File: src/rtl/hdma_pkg.sv
package hdma_pkg;

    typedef enum logic [1:0] {
        ST_IDLE = 2'd0,
        ST_REQ  = 2'd1,
        ST_REL  = 2'd2,
        ST_XFER = 2'd3
    } hs_state_e;

    localparam logic [1:0] MODE_OFF = 2'b00;
    localparam logic [1:0] MODE_8B  = 2'b01;
    localparam logic [1:0] MODE_16B = 2'b10;

    function automatic logic mode_on(input logic [1:0] m);
        return (m == MODE_8B) || (m == MODE_16B);
    endfunction

    // lane 0 is the most significant; the final lane is the low byte
    function automatic int unsigned first_lane(input logic [1:0] m, input int unsigned n);
        if (m == MODE_16B)
            return n - 2;
        return n - 1;
    endfunction

endpackage

File: src/rtl/hdma_lane_ctr.sv
module hdma_lane_ctr #(
    parameter int unsigned NUM_LANES = 2,
    localparam int unsigned LANE_W = (NUM_LANES > 1) ? $clog2(NUM_LANES) : 1
) (
    input  logic              clk_i,
    input  logic              rst_i,
    input  logic [1:0]        mode_i,
    input  logic              reload_i,
    input  logic              step_i,
    output logic [LANE_W-1:0] lane_o,
    output logic              is_last_o
);
    import hdma_pkg::*;

    localparam logic [LANE_W-1:0] LAST_LANE = LANE_W'(NUM_LANES - 1);

    logic [LANE_W-1:0] lane_q;
    logic [LANE_W-1:0] start_lane;

    assign start_lane = LANE_W'(first_lane(mode_i, NUM_LANES));

    always_ff @(posedge clk_i) begin
        if (rst_i || reload_i)
            lane_q <= start_lane;
        else if (step_i)
            lane_q <= lane_q + 1'b1;
    end

    assign lane_o    = lane_q;
    assign is_last_o = (lane_q == LAST_LANE);


    lane_advance_chk: assert property (@(posedge clk_i) disable iff (rst_i)
        (step_i && !reload_i) |=> (lane_q == $past(lane_q) + 1'b1));

endmodule

File: src/rtl/hdma_byte_bank.sv
module hdma_byte_bank #(
    parameter int unsigned BYTE_W    = 8,
    parameter int unsigned NUM_LANES = 2,
    localparam int unsigned LANE_W = (NUM_LANES > 1) ? $clog2(NUM_LANES) : 1,
    localparam int unsigned WORD_W = BYTE_W * NUM_LANES
) (
    input  logic              clk_i,
    input  logic              rst_i,
    input  logic              wr_en_i,
    input  logic [LANE_W-1:0] lane_i,
    input  logic [BYTE_W-1:0] din_i,
    input  logic              fill_done_i,
    input  logic              commit_i,
    output logic [WORD_W-1:0] word_o,
    output logic              tx_empty_o
);

    logic tx_empty_q;

    for (genvar k = 0; k < NUM_LANES; k++) begin : g_lane
        logic [BYTE_W-1:0] byte_q;
        always_ff @(posedge clk_i) begin
            if (rst_i)
                byte_q <= '0;
            else if (wr_en_i && (lane_i == LANE_W'(k)))
                byte_q <= din_i;
        end
        assign word_o[(NUM_LANES-1-k)*BYTE_W +: BYTE_W] = byte_q;
    end

    always_ff @(posedge clk_i) begin
        if (rst_i)
            tx_empty_q <= 1'b1;
        else if (fill_done_i)
            tx_empty_q <= 1'b0;
        else if (commit_i)
            tx_empty_q <= 1'b1;
    end

    assign tx_empty_o = tx_empty_q;


    write_when_empty_chk: assert property (@(posedge clk_i) disable iff (rst_i)
        wr_en_i |-> tx_empty_q);


    fill_clears_empty_chk: assert property (@(posedge clk_i) disable iff (rst_i)
        fill_done_i |=> !tx_empty_q);

endmodule

File: src/rtl/hdma_rx_hold.sv
module hdma_rx_hold #(
    parameter int unsigned WORD_W = 16
) (
    input  logic              clk_i,
    input  logic              rst_i,
    input  logic              commit_i,
    input  logic [WORD_W-1:0] word_i,
    input  logic              rd_i,
    output logic [WORD_W-1:0] rx_word_o,
    output logic              rx_full_o
);

    logic [WORD_W-1:0] rx_q;
    logic              full_q;

    always_ff @(posedge clk_i) begin
        if (rst_i) begin
            rx_q   <= '0;
            full_q <= 1'b0;
        end else if (commit_i) begin
            rx_q   <= word_i;
            full_q <= 1'b1;
        end else if (rd_i) begin
            full_q <= 1'b0;
        end
    end

    assign rx_word_o = rx_q;
    assign rx_full_o = full_q;


    commit_into_empty_chk: assert property (@(posedge clk_i) disable iff (rst_i)
        commit_i |-> !full_q);


    hold_while_full_chk: assert property (@(posedge clk_i) disable iff (rst_i)
        (full_q && !rd_i) |=> (full_q && $stable(rx_q)));


    read_clears_chk: assert property (@(posedge clk_i) disable iff (rst_i)
        (rd_i && !commit_i) |=> !full_q);

endmodule

File: src/rtl/hdma_hs_fsm.sv
module hdma_hs_fsm (
    input  logic       clk_i,
    input  logic       rst_i,
    input  logic [1:0] mode_i,
    input  logic       ack_i,
    input  logic       tx_empty_i,
    input  logic       rx_full_i,
    input  logic       is_last_i,
    output logic       req_o,
    output logic       wr_en_o,
    output logic       step_o,
    output logic       reload_o,
    output logic       fill_done_o,
    output logic       commit_o
);
    import hdma_pkg::*;

    hs_state_e state_q, state_d;
    logic      en;

    assign en = mode_on(mode_i);

    always_ff @(posedge clk_i) begin
        if (rst_i)
            state_q <= ST_IDLE;
        else
            state_q <= state_d;
    end

    always_comb begin
        state_d = state_q;
        unique case (state_q)
            ST_IDLE: if (en) state_d = ST_REQ;
            ST_REQ: begin
                if (!en)
                    state_d = ST_IDLE;
                else if (ack_i)
                    state_d = is_last_i ? ST_XFER : ST_REL;
            end
            ST_REL:  if (!ack_i) state_d = en ? ST_REQ : ST_IDLE;
            ST_XFER: if (!rx_full_i) state_d = ST_REL;
            default: state_d = ST_IDLE;
        endcase
    end

    always_comb begin
        req_o       = 1'b0;
        wr_en_o     = 1'b0;
        step_o      = 1'b0;
        reload_o    = 1'b0;
        fill_done_o = 1'b0;
        commit_o    = 1'b0;
        unique case (state_q)
            ST_IDLE: reload_o = 1'b1;
            ST_REQ: begin
                req_o = tx_empty_i;
                if (en && ack_i) begin
                    wr_en_o = 1'b1;
                    if (is_last_i) begin
                        fill_done_o = 1'b1;
                        reload_o    = 1'b1;
                    end else begin
                        step_o = 1'b1;
                    end
                end
            end
            ST_REL: ;
            ST_XFER: commit_o = !rx_full_i;
            default: ;
        endcase
    end


    req_needs_empty_chk: assert property (@(posedge clk_i) disable iff (rst_i)
        req_o |-> tx_empty_i);


    req_off_mode_chk: assert property (@(posedge clk_i) disable iff (rst_i)
        (!en && !mode_on($past(mode_i))) |-> !req_o);


    req_drop_on_ack_chk: assert property (@(posedge clk_i) disable iff (rst_i)
        (req_o && ack_i) |=> !req_o);


    wait_ack_low_chk: assert property (@(posedge clk_i) disable iff (rst_i)
        (state_q == ST_REL && ack_i) |=> !req_o);


    stall_no_req_chk: assert property (@(posedge clk_i) disable iff (rst_i)
        (state_q == ST_XFER && rx_full_i) |-> (!req_o && !commit_o));

endmodule

File: src/rtl/hdma_word_packer.sv
module hdma_word_packer #(
    parameter int unsigned BYTE_W    = 8,
    parameter int unsigned NUM_LANES = 2,
    localparam int unsigned LANE_W = (NUM_LANES > 1) ? $clog2(NUM_LANES) : 1,
    localparam int unsigned WORD_W = BYTE_W * NUM_LANES
) (
    input  logic              clk_i,
    input  logic              rst_i,
    input  logic [1:0]        mode_i,
    input  logic              ack_i,
    input  logic [BYTE_W-1:0] hdata_i,
    output logic              req_o,
    input  logic              rd_i,
    output logic [WORD_W-1:0] rx_word_o,
    output logic              rx_full_o,
    output logic              tx_empty_o
);

    logic              wr_en, step, reload, fill_done, commit, is_last;
    logic [LANE_W-1:0] lane;
    logic [WORD_W-1:0] tx_word;

    hdma_hs_fsm u_fsm (
        .clk_i       (clk_i),
        .rst_i       (rst_i),
        .mode_i      (mode_i),
        .ack_i       (ack_i),
        .tx_empty_i  (tx_empty_o),
        .rx_full_i   (rx_full_o),
        .is_last_i   (is_last),
        .req_o       (req_o),
        .wr_en_o     (wr_en),
        .step_o      (step),
        .reload_o    (reload),
        .fill_done_o (fill_done),
        .commit_o    (commit)
    );

    hdma_lane_ctr #(.NUM_LANES(NUM_LANES)) u_ctr (
        .clk_i     (clk_i),
        .rst_i     (rst_i),
        .mode_i    (mode_i),
        .reload_i  (reload),
        .step_i    (step),
        .lane_o    (lane),
        .is_last_o (is_last)
    );

    hdma_byte_bank #(.BYTE_W(BYTE_W), .NUM_LANES(NUM_LANES)) u_bank (
        .clk_i       (clk_i),
        .rst_i       (rst_i),
        .wr_en_i     (wr_en),
        .lane_i      (lane),
        .din_i       (hdata_i),
        .fill_done_i (fill_done),
        .commit_i    (commit),
        .word_o      (tx_word),
        .tx_empty_o  (tx_empty_o)
    );

    hdma_rx_hold #(.WORD_W(WORD_W)) u_rx (
        .clk_i     (clk_i),
        .rst_i     (rst_i),
        .commit_i  (commit),
        .word_i    (tx_word),
        .rd_i      (rd_i),
        .rx_word_o (rx_word_o),
        .rx_full_o (rx_full_o)
    );

endmodule

File: config.mk
export PLATFORM = sky130hd
export DESIGN_NAME = hdma_word_packer
export DESIGN_NICKNAME = d
export VERILOG_FILES = /design/src/rtl/hdma_pkg.sv /design/src/rtl/hdma_lane_ctr.sv /design/src/rtl/hdma_byte_bank.sv /design/src/rtl/hdma_rx_hold.sv /design/src/rtl/hdma_hs_fsm.sv /design/src/rtl/hdma_word_packer.sv
export SDC_FILE = /design/constraint.sdc
export NUM_CORES = 1
export LEC_CHECK = 0
export ABC_AREA = 1
export BUFFER_PORTS_ARGS = -buffer_cell sky130_fd_sc_hd__buf_2
export CORE_MARGIN = 2
export CORE_UTILIZATION = 25
export DETAILED_ROUTE_END_ITERATION = 10
export GPL_ROUTABILITY_DRIVEN = 0
export GPL_TIMING_DRIVEN = 0
export PLACE_DENSITY_LB_ADDON = 0.25
export SKIP_CTS_REPAIR_TIMING = 1
export SYNTH_ARGS = -nofsm -noshare
export SYNTH_HDL_FRONTEND = slang
export SYNTH_SLANG_ARGS = --single-unit
File: constraint.sdc
create_clock -name clk_i -period 2.7 [get_ports clk_i]
set_input_delay 0.27 -clock clk_i [delete_from_list [all_inputs] [get_ports clk_i]]
set_output_delay 0.27 -clock clk_i [all_outputs]
set_load 0.05 [all_outputs]
==> results.md, run 1 <==
* Post-route ant nets at 0
* CTS root buf: clkbuf_8
* Layout area overhead at 24.8%
* Leakage at roughly 0.93 nW
* Min Hold Slack at approximately 0.16 ns
* Pwr dens at around 670 nW/um^2
* Sequential area share after synthesis at about half
* Rows at 28
* Syn_nets at between 200 and 250
* Endpoints failing hold at 0
* Switching part of the total power at about a quarter
* Die area at ~6700 um^2
* Final period util at between 50 and 60%
* Syn Inst Count at approximately 190
* Overall power at 1.27 mW
* Setup WS pre-CTS at 0.958 ns
* WL final at ~3400 um
* Final WS setup at 1.21 ns
* Post-route DRC at 0
* Setup repair after global routing missed its margin: no
* Clk_lat worst skew at ~0.29 ns
* Worst vdd ir at roughly 0.18 mV
* Clock sinks at 37
* Vias in the first global route at 1,222
* Reg power frac at between 40% and 50%
* Comb pwr share at roughly 14%
* Non-filler instance count after layout at between 300 and 400
* CP Launch Type: flip-flop
* Worst-path fanout max at 5
* Clock period minus worst slack at between 1 and 1.5 ns
* Worst Tran Pin Value at approximately 0.44 ns
* Critical path capture point type: output port
* GRT overflow at 0
* Unique masters post-synth at 25
* Global-route wire length before repair at about 5700 um
* Synth async-reset ratio at 0%
* Initial Util at between 20% and 30%
* Worst path required time at about 2.4 ns
* DP HPWL at approximately 2500 um
* Most instantiated cells after synthesis: 61 x nor2_1, 36 x dfxtp_1, 23 x o21ai_0
* Register bit total from synthesis at 37
* Wirelength per Cell at roughly 11 um
* Clk slew on worst S/H paths at about 0.070 ns
* Setup Skew at roughly 0.0073 ns
* # nets final at around 240
* Largest net degree at the start of global routing at 13
* Placed cells at between 200 and 300
* Run status: finished, final reports clean
* Synth warn at 0
* Detail-routed via count per cell at about 4
* Core area at 5890 um^2
* Max-Cap Viols at 0
* Clk pwr share at around two fifths
* Max-slew violations at 0
* ANT cells at 0
* Antenna violations before repair at 0
* Io pins at 33
* Cell area after synthesis at between 1500 and 2000 um^2
* DRT iter0 DRCs at 18
* Post-synth EDFFs at 1
* Yosys top cell by area: dfxtp_1
* Core Util, Final at 31.9%
* Fill count at ~660
* Top cells by area, synth: dfxtp_1 48%, nor2_1 15%, o21ai_0 7.6%
* H-Tree Depth at 2
* Die Y at a little over 80 um
* Dominant synthesized flop cell: dfxtp_1
* TritonCTS clock tree: built
* Mean Syn Cell Area at around 8.0 um^2
* Top-area cell type share of the netlist area at between 40 and 50%
* Max Clock Freq at 0.673 GHz
* Drt first pass iters at 4
* Worst setup path class: flip-flop to output port
* Switching power at about 0.34 mW
* Final setup fails at 0
* Setup TNS at 0 ns
* Int Pwr at approximately 0.93 mW
* I/O Buffers at 32
* Dpl cell area at 1760 um^2
* Share of post-route cells with drive strength above 1 at about a quarter
* Total track usage at 11.5%
* CTS Buf Count at 5
* Total number of vias at 1,241
* Hold crit path type: primary input to flip-flop
* Count leader, synth: nor2_1
* Die width at about 80 um
* Slew headroom at 70.7%
* Clock Path Buffers at 2
* Worst path arrival time at around 1.2 ns
* Post-route cell area at around 1900 um^2
metal layers:
layer	up-vias	track usage, %	wire length [um]
li1	686	-	-
met1	522	14.4	1730
met2	28	17.7	1410
met3	5	3.74	158
met4	0	5.50	69
met5	-	0	0
critical path, stage by stage, from the launching register on:
cell,delay [ns]
dfxtp_1,0.37
inv_1,0.14
nand2_1,0.08
nor2_1,0.08
buf_2,0.26
power groups by stage:
stage / Clock (mW) / Sequential [mW] / Combinational, mW
finish: 0.504 / 0.593 / 0.171
CTS: 0.521 / 0.593 / 0.174
global route: 0.543 / 0.597 / 0.191
global placement: 0 / 0.606 / 0.173
detailed placement: 0 / 0.606 / 0.173
floorplan: 0 / 0.633 / 0.100
worst paths after layout:
kind / startpoint / endpoint / slack [ns] / cells past startpoint
hold / removal: rst_i / u_rx.rx_full_o / 0.16 / 2
setup / recovery: u_fsm.state_q[1] / req_o / 1.21 / 4
setup reg to reg: u_fsm.state_q[0] / u_ctr.is_last_o / 1.29 / 6
hold reg to reg: u_bank.g_lane[1].byte_q[3] / u_rx.rx_word_o[3] / 0.49 / 2
registers in the layout, indices dropped and copies added, names as in the netlist:
register and count:
u_bank.g_lane.byte_q 16, u_ctr.is_last_o 1, u_rx.rx_word_o 16, u_fsm.state_q 2
u_bank.tx_empty_o 1, u_rx.rx_full_o 1
layout make-up:
| class | instances | area (um^2) | share of cell area [%] |
|---|---|---|---|
| Timing Repair Buffer | 32 | 160 | 8.52 |
| Tap cell | 75 | 93.8 | 4.99 |
| Sequential cell | 37 | 751 | 39.9 |
| Clock buffer | 6 | 82.6 | 4.39 |
| Buffer | 7 | 67.6 | 3.60 |
| Multi-Input combinational cell | 131 | 639 | 34.0 |
| Clock inverter | 2 | 36.3 | 1.93 |
| Inverter | 13 | 48.8 | 2.60 |
kinds of logic after synthesis:
logic type                 Yosys count  synth area share, %
AOI/OAI and AO/OA                   37                 13.3
adders and majority gates            1                0.830
buffers and inverters               20                 7.72
DFF                                 37                 49.8
and+or+nand+nor                     93                 28.3
cells in the final DEF (no fill, tap or decap), types with 2 or more instances in the layout:
cell      count
nand2_4       2
dfxtp_1      36
nand3_1       6
inv_1        10
buf_6         3
clkbuf_1      2
clkbuf_8      6
inv_2         3
o21ai_0      23
o21ai_2       3
nor2_1       61
nor3_1        8
o21ai_1       9
nor2_4        2
nand2_1       9
buf_2        32
Note: power is estimated with default switching activity, not from simulation.
==> inputs of run 2 (changes only) <==
Clock period 2.7 ns to 1.4 ns, I/O delays scaled along.
==> results.md, run 2 (same netlist as run 1, synthesis figures left out) <==
* Run status: finished, final reports clean (unchanged)
* Worst path arrival time at 1.34 ns (was 1.22 ns)
* Post-route DRC at 0 (unchanged)
* Clk pwr share at 37.8% (was 39.7%)
* Worst path required time at 1.41 ns (was 2.43 ns)
* Largest net degree at the start of global routing at 12 (was 13)
* Setup TNS at 0 ns (unchanged)
* Worst setup path class: flip-flop to flip-flop (was flip-flop to output port)
* Clock period minus worst slack at roughly 1.3 ns
* Worst path cell trace: inv_2, nor2_4, nand3_2, buf_6, nand2_4, or2_1 (was inv_1, nand2_1, nor2_1, buf_2)
* Post-route ant nets at 0 (unchanged)
* Worst-path fanout max at 10 (was 5)
* Leakage at 0.927 nW (was 0.934 nW)
* Die Y at 81.6 um (unchanged)
* H-Tree Depth at 2 (unchanged)
* Comb pwr share at 14.1% (was 13.5%)
* Total track usage at 11.5% (about the same)
* Antenna violations before repair at 0 (unchanged)
* Max-Cap Viols at 0 (unchanged)
* ANT cells at 0 (unchanged)
* Die width at 81.6 um (unchanged)
* Top Metal Used: met4 (unchanged)
* TritonCTS clock tree: built (unchanged)
* Reg power frac at 48.1% (was 46.8%)
* Io pins at 33 (unchanged)
* WP buf/inv at 2 (unchanged)
* Worst vdd ir at 0.382 mV (was 0.185 mV)
* Int Pwr at 1.73 mW (was 0.930 mW)
* Clk_lat worst skew at 0.29 ns (about the same)
* Setup WS pre-CTS at -0.119 ns (was 0.958 ns)
* Max-slew violations at 0 (unchanged)
* CTS root buf: clkbuf_8 (unchanged)
* GRT overflow at 0 (unchanged)
* Top delay family on crit path: simple AND/OR/NAND/NOR gates (was buffers and inverters)
* WL met2 at 1450 um (was 1410 um)
* I/O Buffers at 32 (unchanged)
* Crit-path slowest cell: dfxtp_2 (was dfxtp_1)
* Clock Path Buffers at 2 (unchanged)
* Final setup fails at 0 (unchanged)
* Max Clock Freq at roughly 0.75 GHz
* # nets final at 242 (unchanged)
* Detail-routed via count per cell at 4.23 (was 4.10)
* Layout area overhead at 24.4% (was 24.8%)
* Rows at 28 (unchanged)
* Initial Util at 25.6% (unchanged)
* DRT iter0 DRCs at 43 (was 18)
* Met3 wire length at 186 um (was 158 um)
* Vias in the first global route at 1,170 (was 1,222)
* Leading cell type in the layout, fill and taps excluded: nor2_1 (unchanged)
* Max incr delay on CP at 0.39 ns (was 0.37 ns)
* Wirelength per Cell at 11.1 um (about the same)
* Final period util at between 90% and 100%
* Final WS setup at 0.0731 ns (was 1.21 ns)
* Endpoints failing hold at 0 (unchanged)
* Clk slew on worst S/H paths at 0.07 ns (about the same)
* Total number of vias at 1,278 (was 1,241)
* Critical path capture point type: flip-flop (was output port)
* Core area at 5890 um^2 (unchanged)
* Commonest non-fill, non-tap cells in the layout: 59 x nor2_1, 34 x dfxtp_1, 31 x buf_2 (was 61 x nor2_1, 36 x dfxtp_1, 32 x buf_2)
* Switching power at 0.648 mW (was 0.338 mW)
* Slew headroom at 72.0% (was 70.7%)
* Core Util, Final at 31.8% (was 31.9%)
* CP Launch Type: flip-flop (unchanged)
* Share of post-route cells with drive strength above 1 at 27.3% (was 25.9%)
* DP HPWL at 2380 um (was 2470 um)
* Clock sinks at 37 (unchanged)
* WL final at 3340 um (was 3360 um)
* Worst Tran Pin Value at 0.420 ns (was 0.440 ns)
* Pwr dens at 1270 nW/um^2 (was 674 nW/um^2)
* DRT met1 WL at 1640 um (was 1730 um)
* Drt first pass iters at 6 (was 4)
* Switching part of the total power at 27.2% (was 26.7%)
* CTS Buf Count at 5 (unchanged)
* Global-route wire length before repair at 5660 um (was 5650 um)
* Setup repair after global routing missed its margin: no (unchanged)
* Die area at 6660 um^2 (unchanged)
* Hold crit path type: primary input to flip-flop (unchanged)
* Setup Skew at 0.00798 ns (was 0.00726 ns)
-- run 2: cell count changes in the layout (fill, tap and decap cells not counted), moves of 2 or more --
cell	previous run	this run
dfxtp_2	0	2
nor2_2	0	2
dfxtp_1	36	34
nor2_1	61	59
-- run 2: metal layers --
layer | vias up | global-route usage [%]
li1 | 683 | -
met1 | 556 | 14.4
met2 | 34 | 17.4
met3 | 5 | 4.18
met4 | 0 | 6.00
met5 | - | 0
-- run 2: per-stage QoR --
step	std cells	area, um^2	hold slack [ns]	power (mW)
after floorplan	188	1510	0.202	1.42
after global placement	295	1770	0.342	1.51
after detailed placement	295	1770	0.343	1.51
after CTS	302	1870	0.0319	2.41
after global routing	302	1870	0.0340	2.51
final	302	1870	0.0445	2.38
-- run 2: power groups by stage --
stage / registers [mW] / logic (mW) / clock network [mW]
finish: 1.15 / 0.336 / 0.901
global route: 1.15 / 0.373 / 0.985
CTS: 1.14 / 0.339 / 0.929
detailed placement: 1.17 / 0.337 / 0
global placement: 1.17 / 0.336 / 0
floorplan: 1.22 / 0.197 / 0
-- run 2: area by class of cell --
cell class                      count  area, um^2
Tap cell                           75        93.8
Multi-Input combinational cell    131         644
Buffer                              7        67.6
Clock inverter                      2        35.0
Fill cell                         650        4010
Inverter                           13        48.8
Timing Repair Buffer               32         163
Sequential cell                    37         753
Clock buffer                        5        68.8
-- run 2: path summary, 6_finish.rpt --
kind,endpoint,startpoint,cells past startpoint,slack (ns)
worst max-delay path,u_ctr.is_last_o,u_fsm.state_q[0],6,0.07
worst min register to register,u_bank.g_lane[1].byte_q[2],u_bank.g_lane[1].byte_q[2],2,0.49
worst min-delay path,u_rx.rx_full_o,rst_i,2,0.04
worst max register to register,u_ctr.is_last_o,u_fsm.state_q[0],6,0.07
==> inputs of run 3 (changes only) <==
Settings changed: CELL_PAD_IN_SITES_DETAIL_PLACEMENT set to 0, CELL_PAD_IN_SITES_GLOBAL_PLACEMENT set to 1, SYNTH_HIERARCHICAL set to 1.
==> results.md, run 3 <==
* GRT overflow at 0 (unchanged)
* Synth warn at 6 (was 0)
* Endpoints failing hold at 0 (unchanged)
* Crit path top cell by count: nor2_4
* H-Tree Depth at 2 (unchanged)
* Layout area overhead at 29.6% (was 24.4%)
* Hold path startpoint: rst_i (unchanged)
* Slew headroom at 83.5% (was 72.0%)
* Wirelength per Cell at 10.9 um (was 11.1 um)
* Pwr dens at 1200 nW/um^2 (was 1270 nW/um^2)
* WL final at 3770 um (was 3340 um)
* Unique masters post-synth at 21 (was 25)
* Hold crit path type: primary input to flip-flop (unchanged)
* WP buf/inv at 4 (was 2)
* Max-slew violations at 0 (unchanged)
* Setup Skew at 0.00968 ns (was 0.00798 ns)
* Clock Path Buffers at 2 (unchanged)
* Core area at 6240 um^2 (was 5890 um^2)
* Clk_lat worst skew at 0.29 ns (about the same)
* DP HPWL at 2800 um (was 2380 um)
* Reg power frac at 47.1% (was 48.1%)
* Worst vdd ir at 0.449 mV (was 0.382 mV)
* Crit-path slowest cell: dfxtp_4 (was dfxtp_2)
* Placed cells at 332 (was 295)
* CTS Buf Count at 5 (unchanged)
* Overall power at 2.46 mW (was 2.38 mW)
* Worst r2r path cells at 10 (was 6)
* Non-filler instance count after layout at 347 (was 302)
* Post-route ant nets at 0 (unchanged)
* Die width at 83.6 um (was 81.6 um)
* CTS root buf: clkbuf_8 (unchanged)
* Vias in the first global route at 1,361 (was 1,170)
* Count leader, synth: nor2_1 (unchanged)
* R2R setup slack at 0.09 ns (was 0.07 ns)
* Top cells by area, synth: dfxtp_1 45%, nor2_1 13%, nand2_1 8.5% (was dfxtp_1 48%, nor2_1 15%, o21ai_0 7.6%)
* Comb pwr share at 21.3% (was 14.1%)
* Leading cell type in the layout, fill and taps excluded: nor2_1 (unchanged)
* Switching part of the total power at 30.7% (was 27.2%)
* Max incr delay on CP at 0.37 ns (was 0.39 ns)
* Max-Cap Viols at 0 (unchanged)
* Synth async-reset ratio at 0% (unchanged)
* Total track usage at 11.2% (was 11.5%)
* Largest net degree at the start of global routing at 13 (was 12)
* Final period util at 93.8% (was 94.8%)
* Global-route wire length before repair at 6240 um (was 5660 um)
* Clk slew on worst S/H paths at 0.08 ns (was 0.07 ns)
* Max Clock Freq at 0.761 GHz (was 0.754 GHz)
* Rows at 29 (was 28)
* Detail-routed via count per cell at 4.21 (was 4.23)
* CP Launch Type: flip-flop (unchanged)
* Switching power at 0.755 mW (was 0.648 mW)
* Clk pwr share at 31.6% (was 37.8%)
* Final setup fails at 0 (unchanged)
* Worst setup path class: flip-flop to flip-flop (unchanged)
* Launching point of the worst reg2reg path: u_fsm/state_q[0] (was u_fsm.state_q[0])
* Critical path capture point type: flip-flop (unchanged)
* Register bit total from synthesis at 37 (unchanged)
* Top delay family on crit path: simple AND/OR/NAND/NOR gates (unchanged)
* Worst path arrival time at 1.55 ns (was 1.34 ns)
* Sequential area share after synthesis at 47.4% (was 49.8%)
* Top-area cell type share of the netlist area at 45.5% (was 47.8%)
* Worst path required time at 1.63 ns (was 1.41 ns)
* Initial Util at 25.4% (was 25.6%)
* Die area at 6990 um^2 (was 6660 um^2)
* Post-synth EDFFs at 1 (unchanged)
* Cell area after synthesis at 1590 um^2 (was 1510 um^2)
* Most instantiated cells after synthesis: 54 x nor2_1, 36 x dfxtp_1, 36 x nand2_1 (was 61 x nor2_1, 36 x dfxtp_1, 23 x o21ai_0)
* Drt first pass iters at 4 (was 6)
* Dominant synthesized flop cell: dfxtp_1 (unchanged)
* Int Pwr at 1.70 mW (was 1.73 mW)
* Io pins at 33 (unchanged)
* Run status: finished, final reports clean (unchanged)
* I/O Buffers at 32 (unchanged)
* Setup WS pre-CTS at -0.262 ns (was -0.119 ns)
* Total number of vias at 1,461 (was 1,278)
* Syn Inst Count at 223 (was 188)
* Post-route DRC at 0 (unchanged)
* Hold EP: u_rx/rx_full_o (was u_rx.rx_full_o)
* DRT iter0 DRCs at 51 (was 43)
* Syn_nets at 237 (was 203)
* RR Endpoint: u_bank/g_lane[0].byte_q[7] (was u_ctr.is_last_o)
* # nets final at 283 (was 242)
* Mean Syn Cell Area at 7.11 um^2 (was 8.01 um^2)
* Hold path cells at 2 (unchanged)
* Worst path cell trace: inv_4, nor2_4, nand2_4, nor2_4, buf_6, inv_4, nor2_4, buf_12, nor2_1, nor2_1 (was inv_2, nor2_4, nand3_2, buf_6, nand2_4, or2_1)
* Die Y at 83.6 um (was 81.6 um)
* Worst Tran Pin Value at 0.249 ns (was 0.420 ns)
* Leakage at 1.04 nW (was 0.927 nW)
* Commonest non-fill, non-tap cells in the layout: 47 x nor2_1, 36 x nand2_1, 34 x buf_2, 34 x dfxtp_1 (was 59 x nor2_1, 34 x dfxtp_1, 31 x buf_2)
* Clock sinks at 37 (unchanged)
* Antenna violations before repair at 0 (unchanged)
* Yosys top cell by area: dfxtp_1 (unchanged)
* Worst-path fanout max at 8 (was 10)
* Share of post-route cells with drive strength above 1 at 30.0% (was 27.3%)
* Clock period minus worst slack at 1.31 ns (was 1.33 ns)
* ANT cells at 0 (unchanged)
* TritonCTS clock tree: built (unchanged)
* Final WS setup at 0.0864 ns (was 0.0731 ns)
run 3: cell types whose count changed after synthesis, sizes merged, moves of 5 or more:
cell	before	now
nand3	7	21
nor3	8	1
nor2	64	59
o21ai	35	17
inv	13	27
a21oi	2	12
nand2	12	39
run 3: final cells by class:
| class | count | area (um^2) |
|---|---|---|
| fill | 719 | 4190 |
| sequential | 37 | 756 |
| multi-input combinational | 150 | 697 |
| timing repair buffer | 39 | 225 |
| inverter | 28 | 114 |
| tap | 77 | 96.3 |
| clock buffer | 6 | 82.6 |
| buffer | 8 | 70.1 |
| clock inverter | 2 | 13.8 |
run 3: cells by family after synthesis:
family	Yosys count	synth area share [%]
AND/OR/NAND/NOR	121	32.2
flip-flops	37	47.4
buffers and inverters	36	11.0
AO/OA/AOI/OAI	29	9.39
run 3: worst max path at each step:
stage                     cells after the start                    endpoint        startpoint
after floorplan                               4          u_rx/rx_word_o[10]    u_rx/rx_full_o
after global placement                        6           u_rx/rx_word_o[4]  u_fsm/state_q[1]
after detailed placement                      6           u_rx/rx_word_o[4]  u_fsm/state_q[1]
after CTS                                     6           u_rx/rx_word_o[7]  u_fsm/state_q[1]
after global routing                         10  u_bank/g_lane[0].byte_q[2]  u_fsm/state_q[0]
final                                        10  u_bank/g_lane[0].byte_q[7]  u_fsm/state_q[0]
run 3: power groups by stage:
stage	clock (mW)	combinational [mW]	sequential, mW
final	0.777	0.523	1.16
after global routing	0.865	0.582	1.17
after CTS	0.818	0.463	1.15
after detailed placement	0	0.462	1.18
after global placement	0	0.461	1.18
after floorplan	0	0.284	1.24
run 3: routing by layer:
metal / vias to the layer above / share of wire, % / GRT usage (%)
met5: - / 0 / 0
li1: 786 / - / -
met2: 23 / 46 / 18.5
met1: 647 / 50 / 14.2
met4: 0 / 0.96 / 3.52
met3: 5 / 3.3 / 2.97
run 3: stage by stage:
step | cell area (um^2) | utilization (%) | TNS [ns] | hold slack [ns]
floorplan | 1590 | - | 0 | 0.202
global placement | 1840 | 29.5 | -2.59 | 0.413
detailed placement | 1840 | 29.5 | -3.45 | 0.419
CTS | 1940 | 31.1 | -3.83 | 0.108
global route | 2050 | 32.9 | -0.0539 | 0.117
finish | 2050 | 32.9 | 0 | 0.115
